===== config.mk =====
export PLATFORM = sky130hd
export DESIGN_NAME = byte_cmd_ctrl
export DESIGN_NICKNAME = d
export VERILOG_FILES = /design/src/rtl/bcc_pkg.sv /design/src/rtl/bcc_rx_deser.sv /design/src/rtl/bcc_tx_ser.sv /design/src/rtl/bcc_ctrl_fsm.sv /design/src/rtl/byte_cmd_ctrl.sv
export SDC_FILE = /design/constraint.sdc
export NUM_CORES = 1
export LEC_CHECK = 0
export BUFFER_PORTS_ARGS = -buffer_cell sky130_fd_sc_hd__buf_2
export CORE_MARGIN = 2
export CORE_UTILIZATION = 50
export CTS_CLUSTER_DIAMETER = 150
export DETAILED_ROUTE_END_ITERATION = 7
export GPL_TIMING_DRIVEN = 0
export PLACE_DENSITY_LB_ADDON = 0.2
export SYNTH_ARGS = -nofsm -noshare
export SYNTH_HDL_FRONTEND = slang
export SYNTH_SLANG_ARGS = --single-unit

===== constraint.sdc =====
create_clock -name clk -period 3.2 [get_ports clk]
set_clock_uncertainty 0.05 [all_clocks]
set_input_delay 0.48 -clock clk [delete_from_list [all_inputs] [get_ports clk]]
set_output_delay 0.48 -clock clk [all_outputs]
set_load 0.02 [all_outputs]

===== src/rtl/bcc_pkg.sv =====
package bcc_pkg;

    localparam int BYTE_W = 8;

    // Command vocabulary (host to device)
    localparam logic [BYTE_W-1:0] CMD_QUERY = 8'hAA;
    localparam logic [BYTE_W-1:0] CMD_START = 8'hBA;
    localparam logic [BYTE_W-1:0] CMD_FETCH = 8'hBD;

    // Reply vocabulary (device to host)
    localparam logic [BYTE_W-1:0] RSP_READY  = 8'hAB;
    localparam logic [BYTE_W-1:0] RSP_BUSY   = 8'hAC;
    localparam logic [BYTE_W-1:0] RSP_UNKNOW = 8'hAE;
    localparam logic [BYTE_W-1:0] RSP_HEADER = 8'hDA;

    typedef enum logic [1:0] {
        ST_IDLE   = 2'd0,
        ST_DECODE = 2'd1,
        ST_LOAD   = 2'd2,
        ST_WAIT   = 2'd3
    } ctl_state_e;

endpackage


===== src/rtl/bcc_rx_deser.sv =====
module bcc_rx_deser #(
    parameter int SYNC_DEPTH = 2
) (
    input  logic       clk,
    input  logic       rst,
    input  logic       rx_data,
    input  logic       rx_ctrl,
    output logic       byte_valid,
    output logic [7:0] byte_out
);
    localparam int BW = bcc_pkg::BYTE_W;
    localparam int CNT_W = $clog2(BW);

    logic [SYNC_DEPTH-1:0] dsync_q;
    logic [SYNC_DEPTH-1:0] csync_q;
    logic                  cprev_q;
    logic                  strobe_rise;
    logic [CNT_W-1:0]      bitcnt_q;
    logic [BW-1:0]         shift_q;
    logic                  valid_q;

    // Bring both wires into the clock domain through equal-length chains
    generate
        if (SYNC_DEPTH == 1) begin : g_sync1
            always_ff @(posedge clk) begin
                if (rst) begin
                    dsync_q <= '0;
                    csync_q <= '0;
                end else begin
                    dsync_q <= rx_data;
                    csync_q <= rx_ctrl;
                end
            end
        end else begin : g_syncn
            always_ff @(posedge clk) begin
                if (rst) begin
                    dsync_q <= '0;
                    csync_q <= '0;
                end else begin
                    dsync_q <= {dsync_q[SYNC_DEPTH-2:0], rx_data};
                    csync_q <= {csync_q[SYNC_DEPTH-2:0], rx_ctrl};
                end
            end
        end
    endgenerate

    assign strobe_rise = csync_q[SYNC_DEPTH-1] & ~cprev_q;

    always_ff @(posedge clk) begin
        if (rst) begin
            cprev_q  <= 1'b0;
            bitcnt_q <= '0;
            shift_q  <= '0;
            valid_q  <= 1'b0;
        end else begin
            cprev_q <= csync_q[SYNC_DEPTH-1];
            valid_q <= 1'b0;
            if (strobe_rise) begin
                shift_q  <= {shift_q[BW-2:0], dsync_q[SYNC_DEPTH-1]};
                bitcnt_q <= bitcnt_q + 1'b1;
                if (bitcnt_q == CNT_W'(BW - 1)) begin
                    valid_q <= 1'b1;
                end
            end
        end
    end

    assign byte_valid = valid_q;
    assign byte_out   = shift_q;

endmodule


===== src/rtl/bcc_tx_ser.sv =====
module bcc_tx_ser #(
    parameter int TX_HALF = 16
) (
    input  logic       clk,
    input  logic       rst,
    input  logic       load,
    input  logic [7:0] byte_in,
    output logic       busy,
    output logic       tx_data,
    output logic       tx_ctrl
);
    localparam int BW = bcc_pkg::BYTE_W;
    localparam int CNT_W = $clog2(BW);
    localparam int TW = (TX_HALF > 1) ? $clog2(TX_HALF) : 1;
    localparam logic [TW-1:0]    T_LAST = TW'(TX_HALF - 1);
    localparam logic [CNT_W-1:0] B_LAST = CNT_W'(BW - 1);

    logic [BW-1:0]    sr_q;
    logic [CNT_W-1:0] bit_q;
    logic [TW-1:0]    tmr_q;
    logic             hi_q;
    logic             busy_q;

    always_ff @(posedge clk) begin
        if (rst) begin
            sr_q   <= '0;
            bit_q  <= '0;
            tmr_q  <= '0;
            hi_q   <= 1'b0;
            busy_q <= 1'b0;
        end else if (load && !busy_q) begin
            sr_q   <= byte_in;
            bit_q  <= '0;
            tmr_q  <= '0;
            hi_q   <= 1'b0;
            busy_q <= 1'b1;
        end else if (busy_q) begin
            if (tmr_q == T_LAST) begin
                tmr_q <= '0;
                if (!hi_q) begin
                    hi_q <= 1'b1;
                end else begin
                    hi_q <= 1'b0;
                    if (bit_q == B_LAST) begin
                        busy_q <= 1'b0;
                    end else begin
                        bit_q <= bit_q + 1'b1;
                        sr_q  <= {sr_q[BW-2:0], 1'b0};
                    end
                end
            end else begin
                tmr_q <= tmr_q + 1'b1;
            end
        end
    end

    assign busy    = busy_q;
    assign tx_data = busy_q & sr_q[BW-1];
    assign tx_ctrl = hi_q;

endmodule


===== src/rtl/bcc_ctrl_fsm.sv =====
module bcc_ctrl_fsm
    import bcc_pkg::*;
#(
    parameter int RES_W = 32
) (
    input  logic             clk,
    input  logic             rst,
    input  logic             rx_valid,
    input  logic [7:0]       rx_byte,
    input  logic             tx_busy,
    output logic             tx_load,
    output logic [7:0]       tx_byte,
    input  logic             test_done,
    input  logic [RES_W-1:0] test_result,
    output logic             test_start,
    output logic             run_flag
);
    localparam int NB = RES_W / BYTE_W;
    localparam int CW = $clog2(NB + 1);

    ctl_state_e       state_q, state_d;
    logic [7:0]       cmd_q;
    logic [7:0]       resp_q, resp_d;
    logic [CW-1:0]    left_q;
    logic [RES_W-1:0] shr_q;
    logic [RES_W-1:0] res_q;
    logic             run_q;
    logic             start_q;
    logic             start_go;
    logic             data_go;
    logic             more_bytes;

    assign more_bytes = (left_q != '0);

    // State register
    always_ff @(posedge clk) begin
        if (rst) begin
            state_q <= ST_IDLE;
        end else begin
            state_q <= state_d;
        end
    end

    // Next state, reply selection and strobes
    always_comb begin
        state_d  = state_q;
        resp_d   = RSP_UNKNOW;
        start_go = 1'b0;
        data_go  = 1'b0;
        unique case (state_q)
            ST_IDLE: begin
                if (rx_valid) state_d = ST_DECODE;
            end
            ST_DECODE: begin
                case (cmd_q)
                    CMD_QUERY: resp_d = run_q ? RSP_BUSY : RSP_READY;
                    CMD_START: begin
                        resp_d   = run_q ? RSP_BUSY : RSP_READY;
                        start_go = !run_q;
                    end
                    CMD_FETCH: begin
                        resp_d  = run_q ? RSP_BUSY : RSP_HEADER;
                        data_go = !run_q;
                    end
                    default: resp_d = RSP_UNKNOW;
                endcase
                state_d = ST_LOAD;
            end
            ST_LOAD: state_d = ST_WAIT;
            ST_WAIT: begin
                if (!tx_busy) state_d = more_bytes ? ST_LOAD : ST_IDLE;
            end
            default: state_d = ST_IDLE;
        endcase
    end

    // Output decode
    always_comb begin
        tx_load    = (state_q == ST_LOAD);
        tx_byte    = resp_q;
        test_start = start_q;
        run_flag   = run_q;
    end

    // Datapath registers
    always_ff @(posedge clk) begin
        if (rst) begin
            cmd_q   <= '0;
            resp_q  <= '0;
            left_q  <= '0;
            shr_q   <= '0;
            res_q   <= '0;
            run_q   <= 1'b0;
            start_q <= 1'b0;
        end else begin
            start_q <= start_go;
            if (state_q == ST_IDLE && rx_valid) begin
                cmd_q <= rx_byte;
            end
            if (state_q == ST_DECODE) begin
                resp_q <= resp_d;
                if (data_go) begin
                    left_q <= CW'(NB);
                    shr_q  <= res_q;
                end
            end
            if (state_q == ST_WAIT && !tx_busy && more_bytes) begin
                resp_q <= shr_q[RES_W-1 -: BYTE_W];
                shr_q  <= {shr_q[RES_W-BYTE_W-1:0], {BYTE_W{1'b0}}};
                left_q <= left_q - 1'b1;
            end
            if (start_go) begin
                run_q <= 1'b1;
            end else if (test_done && run_q) begin
                run_q <= 1'b0;
                res_q <= test_result;
            end
        end
    end

endmodule


===== src/rtl/byte_cmd_ctrl.sv =====
module byte_cmd_ctrl #(
    parameter int TX_HALF    = 16,
    parameter int SYNC_DEPTH = 2,
    parameter int RES_W      = 32
) (
    input  logic             clk,
    input  logic             rst,
    input  logic             rx_data,
    input  logic             rx_ctrl,
    output logic             tx_data,
    output logic             tx_ctrl,
    output logic             test_start,
    input  logic             test_done,
    input  logic [RES_W-1:0] test_result
);
    logic       rx_valid;
    logic [7:0] rx_byte;
    logic       tx_busy;
    logic       tx_load;
    logic [7:0] tx_byte;
    logic       run_flag;

    bcc_rx_deser #(.SYNC_DEPTH(SYNC_DEPTH)) u_rx (
        .clk        (clk),
        .rst        (rst),
        .rx_data    (rx_data),
        .rx_ctrl    (rx_ctrl),
        .byte_valid (rx_valid),
        .byte_out   (rx_byte)
    );

    bcc_ctrl_fsm #(.RES_W(RES_W)) u_ctrl (
        .clk         (clk),
        .rst         (rst),
        .rx_valid    (rx_valid),
        .rx_byte     (rx_byte),
        .tx_busy     (tx_busy),
        .tx_load     (tx_load),
        .tx_byte     (tx_byte),
        .test_done   (test_done),
        .test_result (test_result),
        .test_start  (test_start),
        .run_flag    (run_flag)
    );

    bcc_tx_ser #(.TX_HALF(TX_HALF)) u_tx (
        .clk     (clk),
        .rst     (rst),
        .load    (tx_load),
        .byte_in (tx_byte),
        .busy    (tx_busy),
        .tx_data (tx_data),
        .tx_ctrl (tx_ctrl)
    );

endmodule


# Word level (Yosys, flattened, before mapping)
# Index checks and enable logic that the tools add are counted.
# op_classes
n_addsub	4
eq_ne	12
mux	34
bitwise	6
n_reduce_logical	26
# op_table
op	n
32-bit two-way mux	3
8-bit two-way mux	7
8-bit equality test, second input constant	3
8-bit one-hot mux with 2 select lines	1
1-bit two-way mux	13
3-bit two-way mux	4
2-bit nonzero test	6
2-bit AND reduction	5
2-bit one-hot mux with 4 select lines	1
4-bit AND reduction	2
2-bit OR reduction	4
7-bit two-way mux	1
3-bit by 1-bit adder with 3-bit output, second input constant	2
3-bit equality test, second input constant	2
2-bit two-way mux	3
1-bit logical AND	5
4-bit by 1-bit adder with 4-bit output, second input constant	1
2-bit equality test, second input constant	2
4-bit equality test, second input constant	1
4-bit two-way mux	1
2-bit != test, second input constant	2
1-bit NOT	4
3-bit nonzero test	1
3-bit by 1-bit subtractor with 3-bit output, second input constant	1
5 further kinds	7
# totals
reg_bits	121
in_bits	37
wordCells	102

# Logic depth before layout (Yosys ltp)
# depth
ltp_word	6
mapped_depth	9
ltp_nobuf	7

# Cells and area by module
# A second synthesis with hierarchy kept.
# unflattened
hier_cells	559
area_unflattened_um2	4864.7
# by_module_without_submodules
mod	n_inst	cells_per_inst	area_each_um2
bcc_ctrl_fsm	1	412	3403.3
bcc_tx_ser	1	91	812.0
bcc_rx_deser	1	56	649.4

# Worst setup path before layout
# OpenSTA, ideal clock, no wires.
# synth_path
path_kind	reg2reg
startpoint	reg u_ctrl.left_q[0]
endpoint	reg u_ctrl.shr_q[30]
setup_time_ps	70
arrival_ps	1570
t_required_ps	3080
path_slack_ps	1510
stages_incl_launch_ff	9
path_buffers	2
synth_period_minus_slack_ps	1690
path_cell_list	dfxtp_1 inv_1 ha_1 ha_1 and4bb_2 buf_2 buf_2 a22oi_1 a21oi_1
# synth_between
elab_chain_cells	4
elab_cells_between_ends	6
# synth_lines
element	line	source
start, declared	bcc_ctrl_fsm.sv:24	logic [CW-1:0] left_q;
start signal, assigned	bcc_ctrl_fsm.sv:103	left_q <= CW'(NB);
start signal, assigned	bcc_ctrl_fsm.sv:110	left_q <= left_q - 1'b1;
3-bit nonzero test *	bcc_ctrl_fsm.sv:33	assign more_bytes = (left_q != '0);
1-bit logical AND *	bcc_ctrl_fsm.sv:107	if (state_q == ST_WAIT && !tx_busy && more_bytes) begin
2-bit nonzero test (no source line)	-	
2-bit AND reduction (no source line)	-	
end signal, assigned	bcc_ctrl_fsm.sv:104	shr_q <= res_q;
end signal, assigned	bcc_ctrl_fsm.sv:109	shr_q <= {shr_q[RES_W-BYTE_W-1:0], {BYTE_W{1'b0}}};
end, declared	bcc_ctrl_fsm.sv:25	logic [RES_W-1:0] shr_q;
# Mark *: on every way between the ends. The rest lies on a longest branch, timed or not.
# A chain may end at the register's enable or synchronous reset.

# Final worst setup path
# layout_path
startpoint	reg u_ctrl.left_q[0]
endpoint	reg u_ctrl.left_q[1]
# layout_between
elab_chain_cells	4
elab_cells_between_ends	7
# layout_lines
element
parallel branches: the longest is 4 deep, another holds 3-bit by 1-bit subtractor with 3-bit output
# Parallel ways; which one is timed is not known.

==> metrics.cfg <==
[floorplanning]
rows = 35
dieArea_sq_um = 10200
fp.dieW_um = 101
pin_count = 40
core-area_sq_um = 9150
start_util_pct = 51.1
die_h_um = 101

[cts]
cts_hold_buf = 0
clk_path_buf_depth = 2
post_cts_resized = 0
clkSinkCount = 121
cts_tree = done
post_cts_buffers = 0
clkSlewWorstSetupHoldPaths_ps = 60
clock_latency_ps = 520
cts_buffers = 17
htreeDepth = 4
root_buffer = clkbuf_8

[final_layout]
drive_above_1_share_pct = 13.5
design_area_sq_um = 5630
layout_commonest_cell = nand2_1
mostFrequentLayoutCells = nand2_1, dfxtp_1, a21oi_1
nets = 651
regArea_sq_um = 2420
multi_input_area_sq_um = 2050
n_antenna_cell = 0
area_delta_synth_final_pct = 20.3
nFillCells = 798

[logic_synthesis]
synth_top_family_by_area = simple AND/OR/NAND/NOR gates
synth_area_leaders = dfxtp_1, nand2_1, a21oi_1
synth_top_area_cell = dfxtp_1
ys_seq_area_share_pct = 51.8
ys_dominant_reg_cell = dfxtp_1
synthMuxAreaShare_pct = 4.06
synth_top_area_share_pct = 51.8
async_flop_share_pct = 0
synth_compound_area_share_pct = 15.0
syn-instance-count = 550
ys_ff_latch = 121
synth_xor_area_share_pct = 0.748
yosysUniqueCellTypes = 41
syn-num-nets = 594
ys.warnings.count = 0
syn_avg_cell_area_sq_um = 8.51
synth_edf_count = 0
netlist_area_sq_um = 4680
synth_fa_ha_area_share_pct = 1.87
synthSimpleGateAreaFrac_pct = 22.1

[critical_path]
path_cells = inv_1 > ha_1 > ha_1 > nand4bb_1 > clkbuf_1 > clkbuf_1 > nor2_1 > a31oi_1 > nor2_1
critPathLaunchType = flip-flop
critPathArrivalTime_ps = 2390
path_buf_inv = 3
required_ps = 3530
crit_family = buffers and inverters
slowest_stage = clkbuf_1
end_kind = flip-flop
critPathMaxStageDelay_ps = 420
crit_fanout = 10
path_class = reg -> reg

[sta]
fin_ws_ps = 1140
setup_viol = 0
finalHoldViolCount = 0
rsz0062_at_grt = no
hold-worst-slack_ps = 132
drv_slew = 0
fin_crit_sh_pct = 64.3
fin_crit_ps = 2060
fin_setup_tns_ps = 0
max-slew-margin-rel_pct = 59.5
fmax_mhz = 486
worst_slew_pin_slew_ps = 608

[drt]
drt-initial-drc-count = 181
final_antenna_net_count = 0
vias_per_cell = 5.50
first_pass_iters = 5
drc = 0
wl_um = 10800
via_count = 4020
wl_per_cell_um = 14.8

[global_routing]
grt_pass1_vias = 3716
grt_max_degree = 17
antenna_found_initial = 0
grt_usage_pct = 22.4
grt_overflow = 0
grt_pass1_wl_um = 17900

[placed_design]
hpwlAfterDp_um = 7540
io_buffer_count = 38
pre_cts_ws_ps = 1080
place.gp.congestion = 0.846
placed_cell_area_sq_um = 5010

[power_and_ir_drop]
power_switching_share_pct = 20.7
comb_power_share_pct = 1.8
p_per_area_nw_per_um2 = 633
finalPower_mw = 3.57
pwr-share-clk_pct = 55.8
pwr-share-seq_pct = 42.4
p_switching_uw = 738
ir_drop_uv = 332
intPower_mw = 2.83
power_leakage_nw = 2.02

[min_path]
hp-class = in -> reg

[status]
status = completed

[job]
maxCapViolations = 0

stage by stage:
| stage | utilization (%) | instances |
|---|---|---|
| after detailed placement | 54.7 | 699 |
| after floorplan | - | 550 |
| after global routing | 61.5 | 731 |
| final | 61.5 | 731 |
| after CTS | 61.5 | 731 |
| after global placement | 54.7 | 699 |
Yosys cell counts, types with 2 or more instances:
cell type and instances:
and4b_1 2, nand3_1 23, and4_1 2, nor2_1 40
o21ai_0 3, a211oi_1 7, a311oi_1 6, a21oi_1 76
buf_4 2, xor2_1 2, buf_1 7, nand4_1 2
and4bb_2 2, clkbuf_1 27, and2_1 2, a22oi_1 18
buf_2 7, nor3_1 7, a31oi_1 7, dfxtp_1 121
nor2b_1 8, ha_1 7, inv_1 6, nand2_1 124
and3b_1 2, mux2i_1 19, nand2b_1 6, xnor2_1 2
cell families (layout without fill, tap and decap cells):
| kind of cell | after synthesis | count (layout) |
|---|---|---|
| flops | 121 | 121 |
| xor+xnor | 4 | 4 |
| compound gates | 120 | 120 |
| mux | 19 | 19 |
| fa+ha+maj | 7 | 7 |
| buf+inv | 50 | 120 |
| simple gates | 229 | 229 |
per-layer routing:
metal	vias up	GRT usage (%)	routed length, um
li1	1993	-	-
met1	1931	28.0	4890
met2	81	37.2	5310
met3	15	5.55	377
met4	0	8.64	229
met5	-	0	0
area by class of cell:
class,count,area share [%]
Sequential cell,121,43.0
Timing Repair Buffer,38,3.38
Tap cell,111,2.47
Multi-Input combinational cell,379,36.3
Clock buffer,19,7.66
Buffer,44,3.35
Clock inverter,13,3.38
Inverter,6,0.400
worst paths after layout:
check                                     start                            end  slack (ps)  cells after the start
hold reg to reg      u_rx.dsync_q[0]$_SDFF_PP0_     u_rx.dsync_q[1]$_SDFF_PP0_         390                      1
setup reg to reg  u_ctrl.left_q[0]$_SDFFE_PP0P_  u_ctrl.left_q[1]$_SDFFE_PP0P_        1140                      9
hold / removal                          rx_data     u_rx.dsync_q[0]$_SDFF_PP0_         130                      2
setup / recovery  u_ctrl.left_q[0]$_SDFFE_PP0P_  u_ctrl.left_q[1]$_SDFFE_PP0P_        1140                      9
registers in the layout (all words and copies together), names as in the netlist:
register and cells:
u_ctrl.res_q 32, u_ctrl.shr_q 32, u_ctrl.cmd_q 8, u_ctrl.tx_byte 8, u_rx.byte_out 8, u_tx.sr_q 8, u_tx.tmr_q 4, u_ctrl.left_q 3
u_rx.bitcnt_q 3, u_tx.bit_q 3, u_ctrl.state_q 2, u_rx.csync_q 2, u_rx.dsync_q 2, u_ctrl.run_flag 1, u_ctrl.test_start 1, u_rx.byte_valid 1
u_rx.cprev_q 1, u_tx.busy 1, u_tx.tx_ctrl 1
power groups by stage:
stage	clock (mW)	sequential (mW)	combinational [mW]
global placement	0	1.54	0.0615
CTS	2.01	1.51	0.0632
floorplan	0	1.54	0.0290
finish	1.99	1.51	0.0631
detailed placement	0	1.55	0.0624
global route	2.08	1.51	0.0690
(Power assumes the default switching activity.)
